--- src/rtl/dbgstop_pkg.sv ---
package dbgstop_pkg;
  localparam int NUM_EXC_DEF = 13;

  typedef enum logic [3:0] {
    EXC_RESET   = 4'd0,
    EXC_BUSERR  = 4'd1,
    EXC_DPAGE   = 4'd2,
    EXC_IPAGE   = 4'd3,
    EXC_TICK    = 4'd4,
    EXC_ALIGN   = 4'd5,
    EXC_ILLEGAL = 4'd6,
    EXC_EXTINT  = 4'd7,
    EXC_DTLB    = 4'd8,
    EXC_ITLB    = 4'd9,
    EXC_RANGE   = 4'd10,
    EXC_SYSCALL = 4'd11,
    EXC_TRAP    = 4'd12
  } exc_kind_e;
endpackage

--- src/rtl/dbgstop_rst_sync.sv ---
module dbgstop_rst_sync #(
  parameter int STAGES = 2
) (
  input  logic clk,
  input  logic rst_n,
  output logic rst_n_sync
);
  logic [STAGES-1:0] shift_q;
  logic [STAGES-1:0] shift_d;

  always_comb begin
    shift_d = {shift_q[STAGES-2:0], 1'b1};
  end

  always_ff @(posedge clk or negedge rst_n) begin
    if (!rst_n) shift_q <= '0;
    else        shift_q <= shift_d;
  end

  assign rst_n_sync = shift_q[STAGES-1];
endmodule

--- src/rtl/dbgstop_decode.sv ---
module dbgstop_decode #(
  parameter  int NUM_EXC = dbgstop_pkg::NUM_EXC_DEF,
  localparam int CODE_W  = $clog2(NUM_EXC)
) (
  input  logic               active,
  input  logic               exc_valid,
  input  logic [CODE_W-1:0]  exc_code,
  input  logic [NUM_EXC-1:0] stop_en,
  output logic [NUM_EXC-1:0] hit_vec,
  output logic               suppress
);
  logic [NUM_EXC-1:0] kind_hot;

  for (genvar i = 0; i < NUM_EXC; i++) begin : g_kind
    assign kind_hot[i] = exc_valid && (exc_code == CODE_W'(i));
  end

  assign hit_vec  = active ? (kind_hot & stop_en) : '0;
  assign suppress = |hit_vec;
endmodule

--- src/rtl/dbgstop_state.sv ---
module dbgstop_state #(
  parameter int NUM_EXC = dbgstop_pkg::NUM_EXC_DEF
) (
  input  logic               clk,
  input  logic               rst_n,
  input  logic               evt,
  input  logic               suppress,
  input  logic [NUM_EXC-1:0] hit_vec,
  input  logic               wr_en,
  input  logic [NUM_EXC-1:0] wr_data,
  output logic [NUM_EXC-1:0] reason_q,
  output logic               stall_q
);
  logic               reason_en;
  logic [NUM_EXC-1:0] reason_d;
  logic               stall_en;
  logic               stall_d;

  always_comb begin
    reason_en = wr_en || (|hit_vec);
    reason_d  = wr_en ? wr_data : (reason_q | hit_vec);
    stall_en  = evt;
    stall_d   = suppress;
  end

  always_ff @(posedge clk or negedge rst_n) begin
    if (!rst_n) begin
      reason_q <= '0;
      stall_q  <= 1'b0;
    end else begin
      if (reason_en) reason_q <= reason_d;
      if (stall_en)  stall_q  <= stall_d;
    end
  end
endmodule

--- src/rtl/dbg_exc_stop_filter.sv ---
module dbg_exc_stop_filter #(
  parameter  int NUM_EXC = dbgstop_pkg::NUM_EXC_DEF,
  localparam int CODE_W  = $clog2(NUM_EXC)
) (
  input  logic               clk,
  input  logic               rst_n,
  input  logic               exc_valid,
  input  logic [CODE_W-1:0]  exc_code,
  input  logic [NUM_EXC-1:0] stop_en,
  input  logic               dbg_disable,
  input  logic               rsn_wr_en,
  input  logic [NUM_EXC-1:0] rsn_wr_data,
  output logic               suppress_o,
  output logic               stall_o,
  output logic [NUM_EXC-1:0] reason_o
);
  logic               rst_n_sync;
  logic [NUM_EXC-1:0] hit_vec;
  logic               suppress;
  logic               stall_q;

  dbgstop_rst_sync #(.STAGES(2)) u_rst (
    .clk        (clk),
    .rst_n      (rst_n),
    .rst_n_sync (rst_n_sync)
  );

  dbgstop_decode #(.NUM_EXC(NUM_EXC)) u_dec (
    .active    (rst_n_sync),
    .exc_valid (exc_valid),
    .exc_code  (exc_code),
    .stop_en   (stop_en),
    .hit_vec   (hit_vec),
    .suppress  (suppress)
  );

  dbgstop_state #(.NUM_EXC(NUM_EXC)) u_state (
    .clk      (clk),
    .rst_n    (rst_n_sync),
    .evt      (exc_valid),
    .suppress (suppress),
    .hit_vec  (hit_vec),
    .wr_en    (rsn_wr_en),
    .wr_data  (rsn_wr_data),
    .reason_q (reason_o),
    .stall_q  (stall_q)
  );

  assign suppress_o = suppress;
  assign stall_o    = stall_q && !dbg_disable;
endmodule

--- config.mk ---
export PLATFORM = sky130hd
export DESIGN_NAME = dbg_exc_stop_filter
export DESIGN_NICKNAME = d
export VERILOG_FILES = /design/src/rtl/dbgstop_pkg.sv /design/src/rtl/dbgstop_rst_sync.sv /design/src/rtl/dbgstop_decode.sv /design/src/rtl/dbgstop_state.sv /design/src/rtl/dbg_exc_stop_filter.sv
export SDC_FILE = /design/constraint.sdc
export NUM_CORES = 1
export LEC_CHECK = 0
export BUFFER_PORTS_ARGS = -buffer_cell sky130_fd_sc_hd__clkbuf_2
export CORE_MARGIN = 5
export CORE_UTILIZATION = 39
export CTS_CLUSTER_DIAMETER = 80
export DETAILED_ROUTE_END_ITERATION = 6
export PLACE_DENSITY = 0.76
export RECOVER_POWER = 25
export SLEW_MARGIN = 20
export SYNTH_ARGS = -nofsm -noshare
export SYNTH_HDL_FRONTEND = slang
export SYNTH_HIERARCHICAL = 1
export SYNTH_SLANG_ARGS = --single-unit
--- constraint.sdc ---
create_clock -name clk -period 1.4 [get_ports clk]
set_input_delay 0.07 -clock clk [delete_from_list [all_inputs] [get_ports clk]]
set_output_delay 0.07 -clock clk [all_outputs]
set_load 0.01 [all_outputs]
# After elaboration in Yosys (flattened, before gate mapping)
# Index checks and enable logic that the tools add are counted.
# W data, S select, Z words.
dict set report op_classes {
  eq_ne 12
  mux 2
  bitwise 2
  reduce_logical 18
}
# op count
set ops {}
lappend ops {{$mux W13} 2}
lappend ops {{$eq A4 B4 Y1 const B} 5}
lappend ops {{$eq A4 B3 Y1 const B} 4}
lappend ops {{$logic_and A1 B1 Y1} 14}
lappend ops {{$and A13 B13 Y13} 1}
lappend ops {{$or A13 B13 Y13} 1}
lappend ops {{$reduce_or A13 Y1} 1}
lappend ops {{$eq A4 B2 Y1 const B} 2}
lappend ops {{$eq A4 B1 Y1 const B} 1}
lappend ops {{$logic_not A4 Y1} 1}
lappend ops {{$logic_not A1 Y1} 1}
lappend ops {{$logic_or A1 B1 Y1} 1}
dict set report word_totals {
  ff_bits 16
  inputBits 35
  output_inout_bits 15
  wordCells 37
}

# Longest topological paths before layout
dict set report depth {
  word_depth 6
  depth_mapped 7
  mapped_depth_nobuf 6
}

# Cells and area by module
# The synthesis kept the hierarchy.
# module instances cells_per_inst area_per_inst_um2 seq_area_each_um2
set modules_own_cells {}
lappend modules_own_cells {dbgstop_state 1 56 550.5 350.3}
lappend modules_own_cells {dbgstop_decode 1 42 271.5 0.0}
lappend modules_own_cells {dbgstop_rst_sync 1 3 53.8 50.0}
lappend modules_own_cells {dbg_exc_stop_filter 1 1 13.8 0.0}

# Least setup slack after synthesis
# Ideal clock, no wire load.
dict set report synth_timing {
  path_kind {flip-flop to flip-flop}
  from {register u_rst.shift_q[1]}
  to {register u_state.stall_q}
  setup_time_ps 125
  t_arrival_ps 1613
  t_required_ps 1275
  path_slack_ps -338
  path_stages_with_launch 7
  path_buffers 0
  synth_period_minus_slack_ps 1738
  cell_sequence {dfrtp_1 -> nand2_1 -> nor3_2 -> and3_1 -> a31oi_1 -> a21bo_1 -> mux2_2}
}
dict set report synth_between {
  elab_chain_cells 2
}
# item line_no
set synth_lines {}
lappend synth_lines {{from (decl)} dbgstop_rst_sync.sv:8} ;# logic [STAGES-1:0] shift_q;
lappend synth_lines {{from (signal assigned)} dbgstop_rst_sync.sv:17} ;# else shift_q <= shift_d;
lappend synth_lines {{$mux W13} dbgstop_decode.sv:18} ;# assign hit_vec = active ? (kind_hot & stop_en) : '0;
lappend synth_lines {{named net hit_vec[6]} dbg_exc_stop_filter.sv:18} ;# logic [NUM_EXC-1:0] hit_vec;
lappend synth_lines {{$reduce_or A13 Y1} dbgstop_decode.sv:19} ;# assign suppress = |hit_vec;
lappend synth_lines {{named net suppress_o} dbg_exc_stop_filter.sv:13} ;# output logic suppress_o,
lappend synth_lines {{to (signal assigned)} dbgstop_state.sv:32} ;# if (stall_en) stall_q <= stall_d;
lappend synth_lines {{to (decl)} dbgstop_state.sv:12} ;# output logic stall_q
# The timed path passes the listed nets, and every way through them passes these cells.
# A chain may end at the register's enable or synchronous reset.

# Worst setup path in the final report
dict set report layout_timing {
  from {register u_rst.shift_q[1]}
  to {output port suppress_o}
}
dict set report layout_between {
  elab_chain_cells 2
}
# item line_no
set layout_lines {}
lappend layout_lines {{$mux W13} dbgstop_decode.sv:18}
lappend layout_lines {{$reduce_or A13 Y1} dbgstop_decode.sv:19}
lappend layout_lines {{to (decl)} dbg_exc_stop_filter.sv:13}
# Every way passes these cells.

==> flow_summary.json <==
{
  "drive_gt1_frac": 0.414,
  "drtAntennaViolNets": 0,
  "required_ps": 1330,
  "routedWlPerCell_um": 14.3,
  "drtIter0Drc": 24,
  "grt_overflow": 0,
  "clock-sinks": 16,
  "final_util": 0.632,
  "synth-edff-count": 0,
  "dieHeight_um": 57.8,
  "cts_root_buf": "clkbuf_4",
  "wirelength_mm": 2.89,
  "setup-tns-final_ps": -294,
  "clockBufferDepth": 2,
  "numPortBuffers": 49,
  "path_clk_slew_ps": 100,
  "yosysTopAreaCellShare": 0.450,
  "dp_hpwl_mm": 2.21,
  "tightest_slew_ps": 619,
  "setup_slack_ps": -221,
  "drcViolationCount": 0,
  "synthDistinctLibCells": 26,
  "setup_viol": 2,
  "rsz0062_at_grt": "true",
  "cts_tree": "built",
  "synth_area_per_cell_um2": 8.72,
  "antenna_found_initial": 0,
  "min-delay-start": "rsn_wr_data[0]",
  "yosysTopAreaCell": "dfrtp_1",
  "grt_max_degree": 27,
  "skew_ps": 5.51,
  "async_reset_ff_frac": 1.00,
  "syn-cell-area_um2": 890,
  "p_per_area_nw_per_um2": 766,
  "via_count": 1060,
  "worstPathMaxFanout": 4,
  "hold-path-cell-count": 3,
  "arrival_ps": 1550,
  "cts_buffers": 3,
  "fin_hold_ws_ps": 6.22,
  "grt_pass1_wl_mm": 4.81,
  "final_nets": 210,
  "worstRegToRegCells": 6,
  "yosys_register_bits": 16,
  "yosysSeqAreaShare": 0.450,
  "area_delta_synth_final_pct": 55.6,
  "violations": "negative setup slack",
  "rows": 17,
  "rrSetupSlack_ps": -70,
  "status": "finished, violations left",
  "globalplace.congestion": 0.907,
  "cap_violations": 0,
  "crit_type": "reg2out",
  "synthTopCellsByArea": "dfrtp_1 45%, nor2_1 7.6%, o21ai_0 7.3%",
  "vdd_drop_max_mv": 0.522,
  "synthFlopType": "dfrtp_1",
  "gr-usage-all-layers": 0.185,
  "syn-instance-count": 102,
  "dieArea_um2": 3340,
  "slew-limit-headroom": 0.587,
  "hold_class": "in2reg",
  "start_kind": "flop",
  "min_period_ps": 1620,
  "vias_per_cell": 5.25,
  "p_leak_nw": 0.732,
  "first_pass_iters": 4,
  "reg2reg_to": "u_state/stall_q$_DFFE_PN0P_",
  "die_w_um": 57.8,
  "clk_latency_ps": 280,
  "ys_warn_count": 6,
  "whs_endpoint": "u_state/reason_q[0]$_DFFE_PN0P_",
  "synth_fp_nets": 137,
  "start_util": 0.406,
  "timing.final.crit_share": 1.16,
  "slew_viol_final": 0,
  "end_kind": "output port",
  "fp.coreArea_um2": 2190,
  "htree_levels": 1,
  "fmax_mhz": 617,
  "hold_violations": 0,
  "grt_pass1_vias": 1066,
  "reg2reg_from": "u_rst/shift_q[1]$_DFF_PN0_",
  "pin_count": 50,
  "num_antenna_cells": 0
}
## cells in the final DEF (no fill, tap or decap), drive strengths merged
cell / count
clkbuf: 55
nor2: 18
nand2: 16
dfrtp: 16
o21ai: 15
dlygate4sd3: 12
buf: 9
and3: 8
and4: 4
nand3: 3
inv: 3
nor3: 2
mux2i: 2
mux2: 2
nor2b: 1
nor4: 1
o311ai: 1
a32oi: 1
nand3b: 1
o2111ai: 1
a31oi: 1
a21bo: 1
conb: 1
## kinds of logic (layout without fill, tap and decap cells)
family / after synthesis / after routing / synth area share
muxes: 4 / 4 / 0.0478
DFF: 16 / 16 / 0.450
other: 1 / 1 / 0.00422
and+or+nand+nor: 54 / 54 / 0.309
AOI/OAI and AO/OA: 20 / 20 / 0.136
buffers and inverters: 7 / 79 / 0.0520
## power by group
part           switching (mW)  total (mW)  internal (mW)  leakage, nW
clock network           0.144       0.255          0.111       0.0150
logic                   0.143       0.280          0.136        0.524
registers              0.0221       0.524          0.502        0.193
total                   0.310        1.06          0.749        0.732
## registers in the layout, summed over array words and instances (netlist names)
name / count
u_state/reason_q: 13
u_rst/shift_q: 2
u_state/stall_q: 1
## cell usage after synthesis (2+ instances only)
library cell   n
o21ai_0       13
and4_1         4
nor3_2         2
buf_6          2
mux2_2         2
dfrtp_1       16
nand2_1       16
nand3_1        3
and3_1         8
nor2_1        18
mux2i_1        2
inv_1          2
## per-layer routing
| metal | vias up | part of all wire | global-route usage |
|---|---|---|---|
| met5 | - | 0 | 0 |
| met4 | 0 | 0.018 | 0.106 |
| met3 | 6 | 0.073 | 0.0312 |
| met2 | 47 | 0.51 | 0.302 |
| met1 | 503 | 0.39 | 0.230 |
| li1 | 504 | - | - |
## area by class of cell
| type | count | area (µm²) |
|---|---|---|
| Clock buffer | 4 | 26.3 |
| Timing Repair Buffer | 72 | 439 |
| Sequential cell | 16 | 402 |
| Fill cell | 191 | 807 |
| Tap cell | 28 | 35.0 |
| Multi-Input combinational cell | 79 | 470 |
| Inverter | 3 | 11.3 |
## what timing repair did
item                                    in CTS  in global routing
hold endpoints to repair                    13                  0
endpoints found under the setup margin       2                  3
resized for setup                            4                  2
buffers inserted                             1                  0
hold buffers                                12                  0
## per-stage QoR
| stage | instances | area [µm²] | power [mW] | setup WS (ps) |
|---|---|---|---|---|
| 6_report | 202 | 1380 | 1.06 | -221 |
| 5_1_grt | 202 | 1380 | 1.13 | -279 |
| 4_1_cts | 202 | 1390 | 1.07 | -201 |
| 3_5_place_dp | 185 | 1210 | 0.779 | -60.9 |
| 3_3_place_gp | 185 | 1210 | 0.774 | -39.4 |
| 2_1_floorplan | 102 | 893 | 0.646 | -165 |
## critical path, cell delays in order (launching register included)
cell,delay (ps)
dfrtp_2,410
nand3_1,170
o311ai_1,350
a21bo_2,210
clkbuf_2,130
## worst max-delay path by stage
stage | slack, ps | from | end | cells past startpoint
3_3_place_gp | -40 | u_rst/shift_q[1]$_DFF_PN0_ | u_state/stall_q$_DFFE_PN0P_ | 6
6_report | -220 | u_rst/shift_q[1]$_DFF_PN0_ | suppress_o | 4
4_1_cts | -200 | u_rst/shift_q[1]$_DFF_PN0_ | suppress_o | 6
5_1_grt | -280 | u_rst/shift_q[1]$_DFF_PN0_ | suppress_o | 6
2_1_floorplan | -170 | u_rst/shift_q[1]$_DFF_PN0_ | u_state/stall_q$_DFFE_PN0P_ | 6
3_5_place_dp | -60 | u_rst/shift_q[1]$_DFF_PN0_ | u_state/stall_q$_DFFE_PN0P_ | 6
Note: power is estimated with default switching activity, not from simulation.
